`src/rtl/flagalu_pkg.sv`:
```
package flagalu_pkg;
  typedef enum logic [2:0] {
    OP_ADDC = 3'd0,
    OP_ADDV = 3'd1,
    OP_SUBC = 3'd2,
    OP_SUBV = 3'd3,
    OP_NEGC = 3'd4
  } op_e;
endpackage

```
`src/rtl/flagalu_adder.sv`:
```
module flagalu_adder #(
  parameter int W = 32
) (
  input  logic [W-1:0] x_i,
  input  logic [W-1:0] y_i,
  input  logic         cin_i,
  output logic [W-1:0] sum_o,
  output logic         cout_o
);
  localparam int WX = W + 1;
  logic [WX-1:0] full;
  assign full   = {1'b0, x_i} + {1'b0, y_i} + {{W{1'b0}}, cin_i};
  assign sum_o  = full[W-1:0];
  assign cout_o = full[W];
endmodule

```
`src/rtl/flagalu_core.sv`:
```
module flagalu_core
  import flagalu_pkg::*;
#(
  parameter int W = 32
) (
  input  logic [W-1:0] a_i,
  input  logic [W-1:0] b_i,
  input  logic [2:0]   op_i,
  input  logic         t_i,
  output logic [W-1:0] res_o,
  output logic         t_o
);
  localparam int MSB = W - 1;

  logic         is_add, is_sub, is_neg;
  logic [W-1:0] x1, y1, s1, y2, s2;
  logic         c1, cin1, c2, cin2;

  always_comb begin
    is_add = (op_i == OP_ADDC) || (op_i == OP_ADDV);
    is_sub = (op_i == OP_SUBC) || (op_i == OP_SUBV);
    is_neg = (op_i == OP_NEGC);
  end

  // stage 1: a+b, b+~a+1 (b-a), or 0+~a+1 (-a)
  always_comb begin
    x1   = is_neg ? '0 : (is_sub ? b_i : a_i);
    y1   = is_add ? b_i : ~a_i;
    cin1 = ~is_add;
  end

  flagalu_adder #(.W(W)) u_stage1 (
    .x_i(x1), .y_i(y1), .cin_i(cin1), .sum_o(s1), .cout_o(c1)
  );

  // stage 2: +T, or -T as s1 + all-ones + ~T
  always_comb begin
    y2   = is_add ? '0 : '1;
    cin2 = is_add ? t_i : ~t_i;
  end

  flagalu_adder #(.W(W)) u_stage2 (
    .x_i(s1), .y_i(y2), .cin_i(cin2), .sum_o(s2), .cout_o(c2)
  );

  always_comb begin
    res_o = b_i;
    t_o   = t_i;
    unique case (op_i)
      OP_ADDC: begin
        res_o = s2;
        t_o   = c1 | c2;
      end
      OP_ADDV: begin
        res_o = s1;
        t_o   = (a_i[MSB] == b_i[MSB]) && (s1[MSB] != a_i[MSB]);
      end
      OP_SUBC, OP_NEGC: begin
        res_o = s2;
        t_o   = ~c1 | ~c2;
      end
      OP_SUBV: begin
        res_o = s1;
        t_o   = (a_i[MSB] != b_i[MSB]) && (s1[MSB] != b_i[MSB]);
      end
      default: begin
        res_o = b_i;
        t_o   = t_i;
      end
    endcase
  end
endmodule

```
`src/rtl/flagalu.sv`:
```
module flagalu #(
  parameter int W = 32
) (
  input  logic         clk_i,
  input  logic         rst_ni,
  input  logic         en_i,
  input  logic [2:0]   op_i,
  input  logic [W-1:0] a_i,
  input  logic [W-1:0] b_i,
  output logic [W-1:0] res_o,
  output logic         t_next_o,
  output logic         t_o
);
  logic t_q;

  flagalu_core #(.W(W)) u_core (
    .a_i(a_i), .b_i(b_i), .op_i(op_i), .t_i(t_q),
    .res_o(res_o), .t_o(t_next_o)
  );

  always_ff @(posedge clk_i or negedge rst_ni) begin
    if (!rst_ni)   t_q <= 1'b0;
    else if (en_i) t_q <= t_next_o;
  end

  assign t_o = t_q;
endmodule

```
`config.mk`:
```
export PLATFORM = sky130hd
export DESIGN_NAME = flagalu
export DESIGN_NICKNAME = d
export VERILOG_FILES = /design/src/rtl/flagalu_pkg.sv /design/src/rtl/flagalu_adder.sv /design/src/rtl/flagalu_core.sv /design/src/rtl/flagalu.sv
export SDC_FILE = /design/constraint.sdc
export NUM_CORES = 1
export LEC_CHECK = 0
export ABC_AREA = 1
export BUFFER_PORTS_ARGS = -buffer_cell sky130_fd_sc_hd__buf_4
export CORE_MARGIN = 2
export CORE_UTILIZATION = 45
export CTS_CLUSTER_DIAMETER = 200
export CTS_CLUSTER_SIZE = 12
export DETAILED_ROUTE_END_ITERATION = 8
export PLACE_DENSITY = 0.62
export REMOVE_ABC_BUFFERS = 1
export SYNTH_ARGS = -nofsm -noshare
export SYNTH_HDL_FRONTEND = slang
export SYNTH_HIERARCHICAL = 1
export SYNTH_SLANG_ARGS = --single-unit
```
`constraint.sdc`:
```
create_clock -name clk_i -period 5.8 [get_ports clk_i]
set_input_delay 0.29 -clock clk_i [delete_from_list [all_inputs] [get_ports clk_i]]
set_output_delay 0.29 -clock clk_i [all_outputs]
set_load 0.005 [all_outputs]
```
* Word-level counts from Yosys, hierarchy flattened
Cells that the tools add are included.
** Operators by class
- Bitwise gates (word level) :: 7
- $mul :: 0
- Shifts and indexed selects :: 0
- Order comparisons :: 0
- Add/subtract/negate cells :: 4
- Reductions and logical operators :: 8
- Muxes and demuxes :: 7
- Equality and inequality tests :: 8
- Divide/modulo/power cells :: 0
** Operator list (count)
- $mux 32 :: 4
- $add 32x32->33 :: 2
- $add 33x1->33 :: 2
- $pmux 32 s2 :: 1
- $not 32->32 :: 1
- $eq 3x2->1 const B :: 2
- $not 1->1 :: 4
- $pmux 1 s4 :: 1
- $reduce_or 2->1 :: 2
- $eq 3x1->1 const B :: 1
- $eq 3x3->1 const B :: 1
- $logic_not 3->1 :: 1
- $ne 1x1->1 :: 3
- $reduce_or 3->1 :: 1
- $logic_and 1x1->1 :: 2
- $logic_or 1x1->1 :: 2
- $or 1x1->1 :: 2
- $eq 1x1->1 :: 1
- $mux 1 :: 1
** Word-level totals
- Register bits :: 1
- Bits in latches :: 0
- Memories :: 0
- Input bits :: 70
- Memory bits (read-only) :: 0
- Bits in writable memories :: 0

* Depth between registers and ports, before layout
Gate-level depths: netlist (run 1).
- Word-level depth :: 11
- Depth in mapped cells :: 36
- Gate-level depth less buffers :: 35

* Cells and area by module
The synthesis (run 1) kept the hierarchy.
** By module, submodules not included
- flagalu_adder (u_core.u_stage2) :: instances 1, area an instance 2448.6 um^2, sequential area each 0.0 um^2, cells each 502
- flagalu_adder (u_core.u_stage1) :: instances 1, area an instance 2393.5 um^2, sequential area each 0.0 um^2, cells each 505
- flagalu_core :: instances 1, area an instance 1680.4 um^2, sequential area each 0.0 um^2, cells each 322
- flagalu :: instances 1, area an instance 40.0 um^2, sequential area each 25.0 um^2, cells each 5

* Least setup slack after synthesis (run 1)
OpenSTA, ideal clock, no wires.
- Path kind :: input to output
- From :: in op_i[2]
- To :: out t_next_o
- Setup slack :: 1.186 ns
- Arrival time :: 4.324 ns
- Stages :: 33
- Cells stage by stage :: inv_2 -> nand2_2 -> nor2_2 -> inv_2 -> nand2_2 -> clkbuf_2 -> inv_1 -> fa_1 -> fa_1 -> nand3_1 -> nand3_1 -> nand2_1 -> nand2_2 -> nand2_1 -> nand2_2 -> nand2_1 -> nand2_1 -> nand2_1 -> nand2_1 -> ha_1 -> nand2_1 -> nor2_2 -> inv_2 -> nor2_2 -> nand3_1 -> nand3_1 -> nand2_1 -> nand2_1 -> nand2_1 -> nand2_1 -> nand2_1 -> nor2_1 -> nand2_1
** On the way
- Elaborated cells on any way between the ends :: 27
** RTL lines
- start, declared :: line flagalu.sv:7 : input logic [2:0] op_i,
- $eq 3x1->1 / $logic_not 3->1 (equally long branches) :: line flagalu_core.sv:20 : is_add = (op_i == OP_ADDC) || (op_i == OP_ADDV);
- $logic_or 1x1->1 (*) :: line flagalu_core.sv:20
- $not 1->1 (*) :: line flagalu_core.sv:29 : cin1 = ~is_add;
- net u_core.cin1 :: line flagalu_core.sv:17 : logic c1, cin1, c2, cin2;
- $add 33x1->33 (*) :: line flagalu_adder.sv:12 : assign full = {1'b0, x_i} + {1'b0, y_i} + {{W{1'b0}}, cin_i};
- net u_core.s1[20] :: line flagalu_core.sv:16 : logic [W-1:0] x1, y1, s1, y2, s2;
- $add 32x32->33 (*) :: line flagalu_adder.sv:12
- $add 33x1->33 (*) :: line flagalu_adder.sv:12
- net u_core.c2 :: line flagalu_core.sv:17
- $not 1->1 :: line flagalu_core.sv:60 : t_o = ~c1 | ~c2;
- $or 1x1->1 :: line flagalu_core.sv:60
- $pmux 1 s4 (*) :: line flagalu_core.sv:49 : unique case (op_i)
- end, declared :: line flagalu.sv:11 : output logic t_next_o,
Mark *: on every way through the listed nets, which the timed path passes. The rest lies on a longest branch.

* Worst setup path after layout (run 1)
- From :: in op_i[2]
- To :: out t_next_o
** On the way
- Word-level cells in the longest chain between the ends :: 11
- Elaborated cells on any way between the ends :: 27
** RTL lines
- $eq 3x2->1 :: line flagalu_core.sv:21 : is_sub = (op_i == OP_SUBC) || (op_i == OP_SUBV);
- $logic_or 1x1->1 :: line flagalu_core.sv:21
- $mux 32 :: line flagalu_core.sv:27 : x1 = is_neg ? '0 : (is_sub ? b_i : a_i);
- $mux 32 (*) :: line flagalu_core.sv:27
- net u_core.x1[0] :: line flagalu_core.sv:16
- $add 32x32->33 (*) :: line flagalu_adder.sv:12
- $add 33x1->33 (*) :: line flagalu_adder.sv:12
- net u_core.s1[20] :: line flagalu_core.sv:16
- $add 32x32->33 (*) :: line flagalu_adder.sv:12
- $add 33x1->33 (*) :: line flagalu_adder.sv:12
- net u_core.c2 :: line flagalu_core.sv:17
- $not 1->1 :: line flagalu_core.sv:60
- $or 1x1->1 :: line flagalu_core.sv:60
- $pmux 1 s4 (*) :: line flagalu_core.sv:49
Marks and branches as above.

==> impl_metrics.ini, run 1 <==
[power_and_ir_drop]
ir_drop_mv = 0.0901
p_leak_nw = 4.75
p_per_area_mw_per_mm2 = 297

[logic_synthesis]
ys.flop_type = dfrtp_1
synth_edf_count = 0
synth-compound-area-share = 0.139
synth.distinct_cells = 36
synth_cells = 1334
ys.warnings.count = 6
synth_commonest_cells = 557 x nand2_1, 238 x inv_1, 129 x nor2_1
yosys.area.top_type_share = 0.319
synth.avg_cell_area_um2 = 4.92
synth_top_area_cell = nand2_1
synth.most_common_cell = nand2_1
synth-seq-area-share = 0.00381
synthXorXnorAreaFrac = 0.0414
synth-simple-area-share = 0.515
synth_seq_cells = 1
synth_top_family_by_area = simple AND/OR/NAND/NOR gates
ys_top_cells_by_area = nand2_1 32%, inv_1 14%, ha_1 12%, nor2_1 7.4%, nand3_1 4.0%
syn-cell-area_mm2 = 0.00656
synth.area.mux_share = 0
synthAdderAreaFrac = 0.130
async_flop_share = 1.00

[global_route]
antenna_found_initial = 0
use_met3 = 0.0129
overflow = 0
grt_pass1_vias = 7433
grt-busiest-layer = met2
grt_pass1_wl_um = 36200
grt_start_max_net_pins = 34
use_met1 = 0.402
met2_usage = 0.464
grt.total_usage = 0.278

[cts]
path_clk_slew_ns = 0
insertion_delay_ns = 0

[worst_setup_path]
cp_top_family = simple AND/OR/NAND/NOR gates
crit_end = t_next_o
path_class = primary input to primary output
worst_path_largest_cell_delay_ns = 0.49
cp_max_fo = 33
path_depth = 34
cp.arrival_ns = 4.79
reg2reg_setup_slack_ns = 2.67
start_kind = primary input
crit_required_ns = 5.51
slowest_stage = fa_1
r2r_start = t_o
crit_top_cell = nand2_1
r2r_cells = 17
endpoint_kind = primary output
path_buf_inv = 5
cp-startpoint = op_i[2]
rr_endpoint = t_o

[layout]
area_growth_pct = 13.2
layout.cells.non_filler = 1602
finish.instance_area_mm2 = 0.00743
finalNetCount = 1556
drive_above_1_share = 0.144
diodes = 0
largest_register_ffs = 1
n_fill_cell = 1695

[routing]
vias_per_cell = 5.00
vias = 8016
wirelength_um = 22200
avgRoutedWirePerCell_um = 13.9
antenna_left = 0
first_pass_iters = 6
drt-initial-drc-count = 547
drc_errors = 0

[timing]
finalMaxSlewViolations = 0
clock_skew_ns = 0
slew-limit-headroom = 0.186
setup_viol = 0
clock.fmax_ghz = 0.197
setup_tns_ns = 0
rsz0062_at_grt = no
post-route-period-util = 0.876
period_needed_ns = 5.08
holdWs_ns = 0.0663
hold_viol_final = 0
worst_slew_pin_slew_ns = 1.22

[place]
dpl.hpwl_um = 19000
dp.cells = 1602
port_buffers = 103
dpl_cell_area_mm2 = 0.00742
gp_congestion = 1.01

[die]
die_x_um = 125
core_mm2 = 0.0144
dieArea_mm2 = 0.0156
start_util = 0.457
die_h_um = 125
io_pins = 104
rows = 44

[run_status]
status = complete, no violations

[hold_path]
hold_class = primary input to asynchronous set/reset pin

[flow_run]
max-cap-violations = 0
[cell families (layout without fill, tap and decap cells)]
logic type	Yosys count	after routing
AO/OA/AOI/OAI	145	145
XOR/XNOR	31	31
adder cells (fa/ha/maj)	66	66
buffers and inverters	272	356
flip-flops	1	1
AND/OR/NAND/NOR	819	819
[area by class of cell]
type / instances / area [µm²] / share of cell area
multi-input cells: 1061 / 5420 / 0.730
inverters: 247 / 930 / 0.125
flip-flops and latches: 1 / 25.0 / 0.00337
repair buffers: 109 / 818 / 0.110
well taps: 184 / 230 / 0.0310
[repair_timing]
item | 4_1_cts | 5_1_grt
hold endpoints to repair | 0 | 0
buffers inserted | 0 | 0
setup endpoints to repair | 0 | 1
resized for setup | 0 | 1
hold buffers | 0 | 0
[through the flow]
step | utilization | total power [W] | setup slack [ns]
4_1_cts | 0.516 | 0.00218 | 0.624
3_3_place_gp | 0.516 | 0.00216 | 0.746
5_1_grt | 0.517 | 0.00249 | 0.118
2_1_floorplan | - | 0.00153 | 0.285
3_5_place_dp | 0.516 | 0.00217 | 0.637
6_report | 0.517 | 0.00221 | 0.718
[worst min-delay path by stage]
stage           start   to  slack, ns  cells after the start
2_1_floorplan  rst_ni  t_o     -0.006                      0
3_5_place_dp   rst_ni  t_o       0.07                      1
5_1_grt        rst_ni  t_o       0.07                      1
6_report       rst_ni  t_o       0.07                      1
3_3_place_gp   rst_ni  t_o       0.07                      1
4_1_cts        rst_ni  t_o       0.07                      1
[worst register-to-register path: cells and delay by family, from the launching register on]
kind | cells | cell delay, ns
fa+ha+maj | 2 | 1.00
flops | 1 | 0.44
xor+xnor | 1 | 0.21
simple gates | 13 | 1.20
compound gates | 1 | 0.17
[cells in the final DEF (no fill, tap or decap), types with 3 or more instances in the layout]
cell type    n
nand2_1    557
inv_1      238
nor2_1     129
buf_4      109
ha_1        62
nand3_1     52
a21oi_1     40
o21ai_0     36
nand2_2     34
a22oi_1     31
xor2_1      29
o21ai_2     22
nor2_2      18
inv_2        8
o21ai_1      8
nand4_1      7
nor3_1       7
nand3_2      6
fa_1         4
nor3_2       3
[power breakdown]
part / internal, W / switching, W
registers: 0.00000872 / 0.00000331
logic: 0.000794 / 0.00140
clock network: 0 / 0
total: 0.000803 / 0.00141
[layer usage]
metal	wire, µm	share of wire
met5	0	0
met1	10900	0.49
met2	9990	0.45
met3	994	0.045
met4	369	0.017
(Power assumes the default switching activity.)
==> run 2, diff against run 1 <==
CELL_PAD_IN_SITES_DETAIL_PLACEMENT = 1   (was unset)
CELL_PAD_IN_SITES_GLOBAL_PLACEMENT = 1   (was unset)
CORE_UTILIZATION = 39   (was 45)
PLACE_DENSITY = 0.8   (was 0.62)
==> impl_metrics.ini, run 2 (synthesized netlist as in run 1, its figures left out) <==
[run_status]
status = complete, no violations

[cts]
postCtsSetupBuffers = 0
postCtsHoldBufs = 0
path_clk_slew_ns = 0
cts_resized = 0
insertion_delay_ns = 0

[timing]
clock.fmax_ghz = 0.193
setup_viol = 0
post-route-period-util = 0.891
rsz0062_at_grt = no
finalMaxSlewViolations = 0
slew-limit-headroom = 0.275
hold_viol_final = 0
setup_tns_ns = 0
worst_slew_pin_slew_ns = 1.09
clock_skew_ns = 0
period_needed_ns = 5.17

[worst_setup_path]
path_class = primary input to primary output
worst_path_largest_cell_delay_ns = 0.51
start_kind = primary input
crit_required_ns = 5.51
slowest_stage = fa_1
endpoint_kind = primary output
rr_endpoint = t_o
crit_top_cell = nand2_1
reg2reg_setup_slack_ns = 2.66
cp.arrival_ns = 4.88
r2r_start = t_o
r2r_cells = 17
cp_max_fo = 32

[flow_run]
max-cap-violations = 0

[layout]
area_growth_pct = 13.9
largest_register_ffs = 1
finish.instance_area_mm2 = 0.00748
n_fill_cell = 2613
drive_above_1_share = 0.145
diodes = 0
layout_common_cells = 557 x nand2_1, 238 x inv_1, 129 x nor2_1
finalNetCount = 1558
layout_commonest_cell = nand2_1

[power_and_ir_drop]
p_leak_nw = 4.76
p_per_area_mw_per_mm2 = 307
ir_drop_mv = 0.148

[place]
dpl_cell_area_mm2 = 0.00748
gp_congestion = 0.945
port_buffers = 103
dpl.hpwl_um = 23200

[routing]
antenna_left = 0
first_pass_iters = 5
wirelength_um = 26500
vias_per_cell = 5.09
vias = 8346
drc_errors = 0
avgRoutedWirePerCell_um = 16.2
drt-initial-drc-count = 537

[die]
dieArea_mm2 = 0.0179
die_x_um = 134
die_h_um = 134
io_pins = 104
core_mm2 = 0.0165
rows = 47
start_util = 0.397

[global_route]
antenna_found_initial = 0
grt_start_max_net_pins = 34
grt_pass1_wl_um = 42700
grt.total_usage = 0.297
overflow = 0
grt_pass1_vias = 8227

[hold_path]
hold_class = primary input to asynchronous set/reset pin
-- run 2: critical path, delay by kind of cell --
| kind | cells | cell delay [ns] |
|---|---|---|
| adder cells (fa/ha/maj) | 3 | 1.34 |
| AND/OR/NAND/NOR | 20 | 2.01 |
| buffers and inverters | 6 | 0.67 |
| AO/OA/AOI/OAI | 1 | 0.18 |
| XOR/XNOR | 1 | 0.36 |
-- run 2: final cells by class --
class / count / area, µm² / area share
tap: 220 / 275 / 0.0368
inverter: 247 / 930 / 0.124
multi-input combinational: 1061 / 5410 / 0.724
sequential: 1 / 25.0 / 0.00335
timing repair buffer: 111 / 833 / 0.111
-- run 2: per-stage QoR --
| step | cells | setup slack [ns] | power (W) | hold slack, ns | utilization |
|---|---|---|---|---|---|
| floorplan | 1309 | 0.285 | 0.00153 | -0.00559 | - |
| global placement | 1640 | 0.747 | 0.00221 | 0.0652 | 0.452 |
| detailed placement | 1640 | 0.651 | 0.00226 | 0.0654 | 0.452 |
| CTS | 1640 | 0.643 | 0.00227 | 0.0656 | 0.452 |
| global route | 1640 | 0.145 | 0.00257 | 0.0676 | 0.452 |
| finish | 1640 | 0.631 | 0.00230 | 0.0654 | 0.452 |
-- run 2: worst max path at each step --
stage	start	endpoint	slack [ns]	depth (start not counted)
after floorplan	op_i[2]	t_next_o	0.28	32
after global placement	op_i[2]	t_next_o	0.75	33
after detailed placement	op_i[1]	t_next_o	0.65	35
after CTS	op_i[1]	t_next_o	0.64	35
after global routing	op_i[1]	t_next_o	0.15	35
final	op_i[1]	t_next_o	0.63	31
-- run 2: power by group --
| part | internal [W] | total, W | switching [W] |
|---|---|---|---|
| logic | 0.000799 | 0.00228 | 0.00149 |
| registers | 0.00000872 | 0.0000122 | 0.00000347 |
| clock network | 0 | 0 | 0 |
-- run 2: per-layer routing --
layer | global-route usage | wire [µm]
met1 | 0.432 | 13300
met2 | 0.489 | 12000
met3 | 0.0110 | 683
met5 | 0 | 0
met4 | 0.0550 | 573
==> run 3, diff against run 2 <==
CORE_UTILIZATION = 35   (was 39)
PLACE_DENSITY = 0.76   (was 0.8)
clock period = 4.26 ns   (was 5.8 ns; I/O delays follow)
==> impl_metrics.ini, run 3 (synthesized netlist as in run 1, its figures left out) <==
[run_status]
status = finished, violations left
violations = capacitance limit, slew limit, setup timing

[layout]
largest_register_ffs = 1
area_growth_pct = 64.6
layout_common_cells = 424 x nand2_1, 274 x buf_4, 219 x inv_1
finish.instance_area_mm2 = 0.0108
fin_util = 0.581
diodes = 0
finalNetCount = 1749
layout_commonest_cell = nand2_1
drive_above_1_share = 0.430

[die]
dieArea_mm2 = 0.0199
die_h_um = 141
start_util = 0.353
io_pins = 104
rows = 50
die_x_um = 141
core_mm2 = 0.0186

[routing]
drc_errors = 0
avgRoutedWirePerCell_um = 25.0
first_pass_iters = 6
vias = 11100
wirelength_um = 46100
vias_per_cell = 6.02
antenna_left = 0
drt-initial-drc-count = 1272

[timing]
worst_slew_pin_slew_ns = 1.50
rsz0062_at_grt = yes
post-route-period-util = 1.15
hold_viol_final = 0
period_needed_ns = 4.91
finalMaxSlewViolations = 33
setup_viol = 26
clock_skew_ns = 0
clock.fmax_ghz = 0.204
timing.final.ws_setup_ns = -0.653
slew-limit-headroom = -0.00463

[worst_setup_path]
slowest_stage = ha_2
path_buf_inv = 9
r2r_start = t_o
worst_path_largest_cell_delay_ns = 0.38
cp.arrival_ns = 4.70
r2r_cells = 17
start_kind = primary input
crit_required_ns = 4.05
cp_top_family = simple AND/OR/NAND/NOR gates
reg2reg_setup_slack_ns = 0.84
crit_top_cell = nand2_1
path_class = primary input to primary output
endpoint_kind = primary output
rr_endpoint = t_o
cp_max_fo = 7

[place]
dpl.hpwl_um = 25300
dpl_cell_area_mm2 = 0.00871
port_buffers = 103
gp_congestion = 0.944

[power_and_ir_drop]
p_per_area_mw_per_mm2 = 519
p_leak_nw = 6.04
ir_drop_mv = 0.158

[global_route]
grt_pass1_vias = 9931
overflow = 0
antenna_found_initial = 0
grt_pass1_wl_um = 51000
grt_start_max_net_pins = 34
grt.total_usage = 0.318

[hold_path]
hold_class = primary input to register
min_to = t_o
hp-start = en_i
holdPathStages = 3

[flow_run]
max-cap-violations = 1

[cts]
insertion_delay_ns = 0
path_clk_slew_ns = 0
-- run 3: timing repair --
action                     4_1_cts  5_1_grt
resized for setup               99      308
gates cloned                     1        4
setup buffers                    4       22
hold endpoints to repair         1        0
setup endpoints to repair       27       28
pin swaps                       26      143
hold buffers                     1        0
-- run 3: worst max path at each step --
stage / startpoint / endpoint / slack (ns) / cells after the start
finish: op_i[2] / t_next_o / -0.65 / 36
detailed placement: op_i[1] / t_next_o / -0.39 / 32
floorplan: op_i[2] / t_o / -1.11 / 34
global placement: op_i[1] / t_next_o / -0.27 / 34
global route: op_i[2] / t_next_o / -0.68 / 36
CTS: op_i[1] / res_o[28] / -0.003 / 30
-- run 3: stage by stage --
step / hold WS, ns / total power, W / setup TNS, ns / instances / setup slack, ns
finish: 0.517 / 0.00561 / -8.06 / 1845 / -0.653
global route: 0.519 / 0.00580 / -10.26 / 1845 / -0.676
CTS: 0.433 / 0.00408 / -0.00612 / 1819 / -0.00281
detailed placement: -0.0112 / 0.00376 / -5.49 / 1813 / -0.387
global placement: -0.0118 / 0.00364 / -2.04 / 1813 / -0.271
floorplan: -0.0826 / 0.00209 / -25.84 / 1309 / -1.11
-- run 3: metal layers --
layer,share of wire,vias up,track usage
li1,-,4634,-
met1,0.37,5303,0.398
met2,0.46,848,0.573
met3,0.093,315,0.0296
met4,0.075,0,0.104
met5,0,-,0
-- run 3: power breakdown --
part	switching (W)	internal, W
sequential	0.00000318	0.0000119
combinational	0.00335	0.00225
clock	0	0
-- run 3: tightest hold or removal path, cell delays in order --
cell and delay, ns:
buf_4 0.10, nand2_1 0.08, nand2_1 0.08
-- run 3: layout make-up --
cell class	instances	area, µm²
well taps	234	293
fillers	2592	7780
flip-flops and latches	1	25.0
multi-input cells	1062	7060
inverters	247	942
repair buffers	301	2480
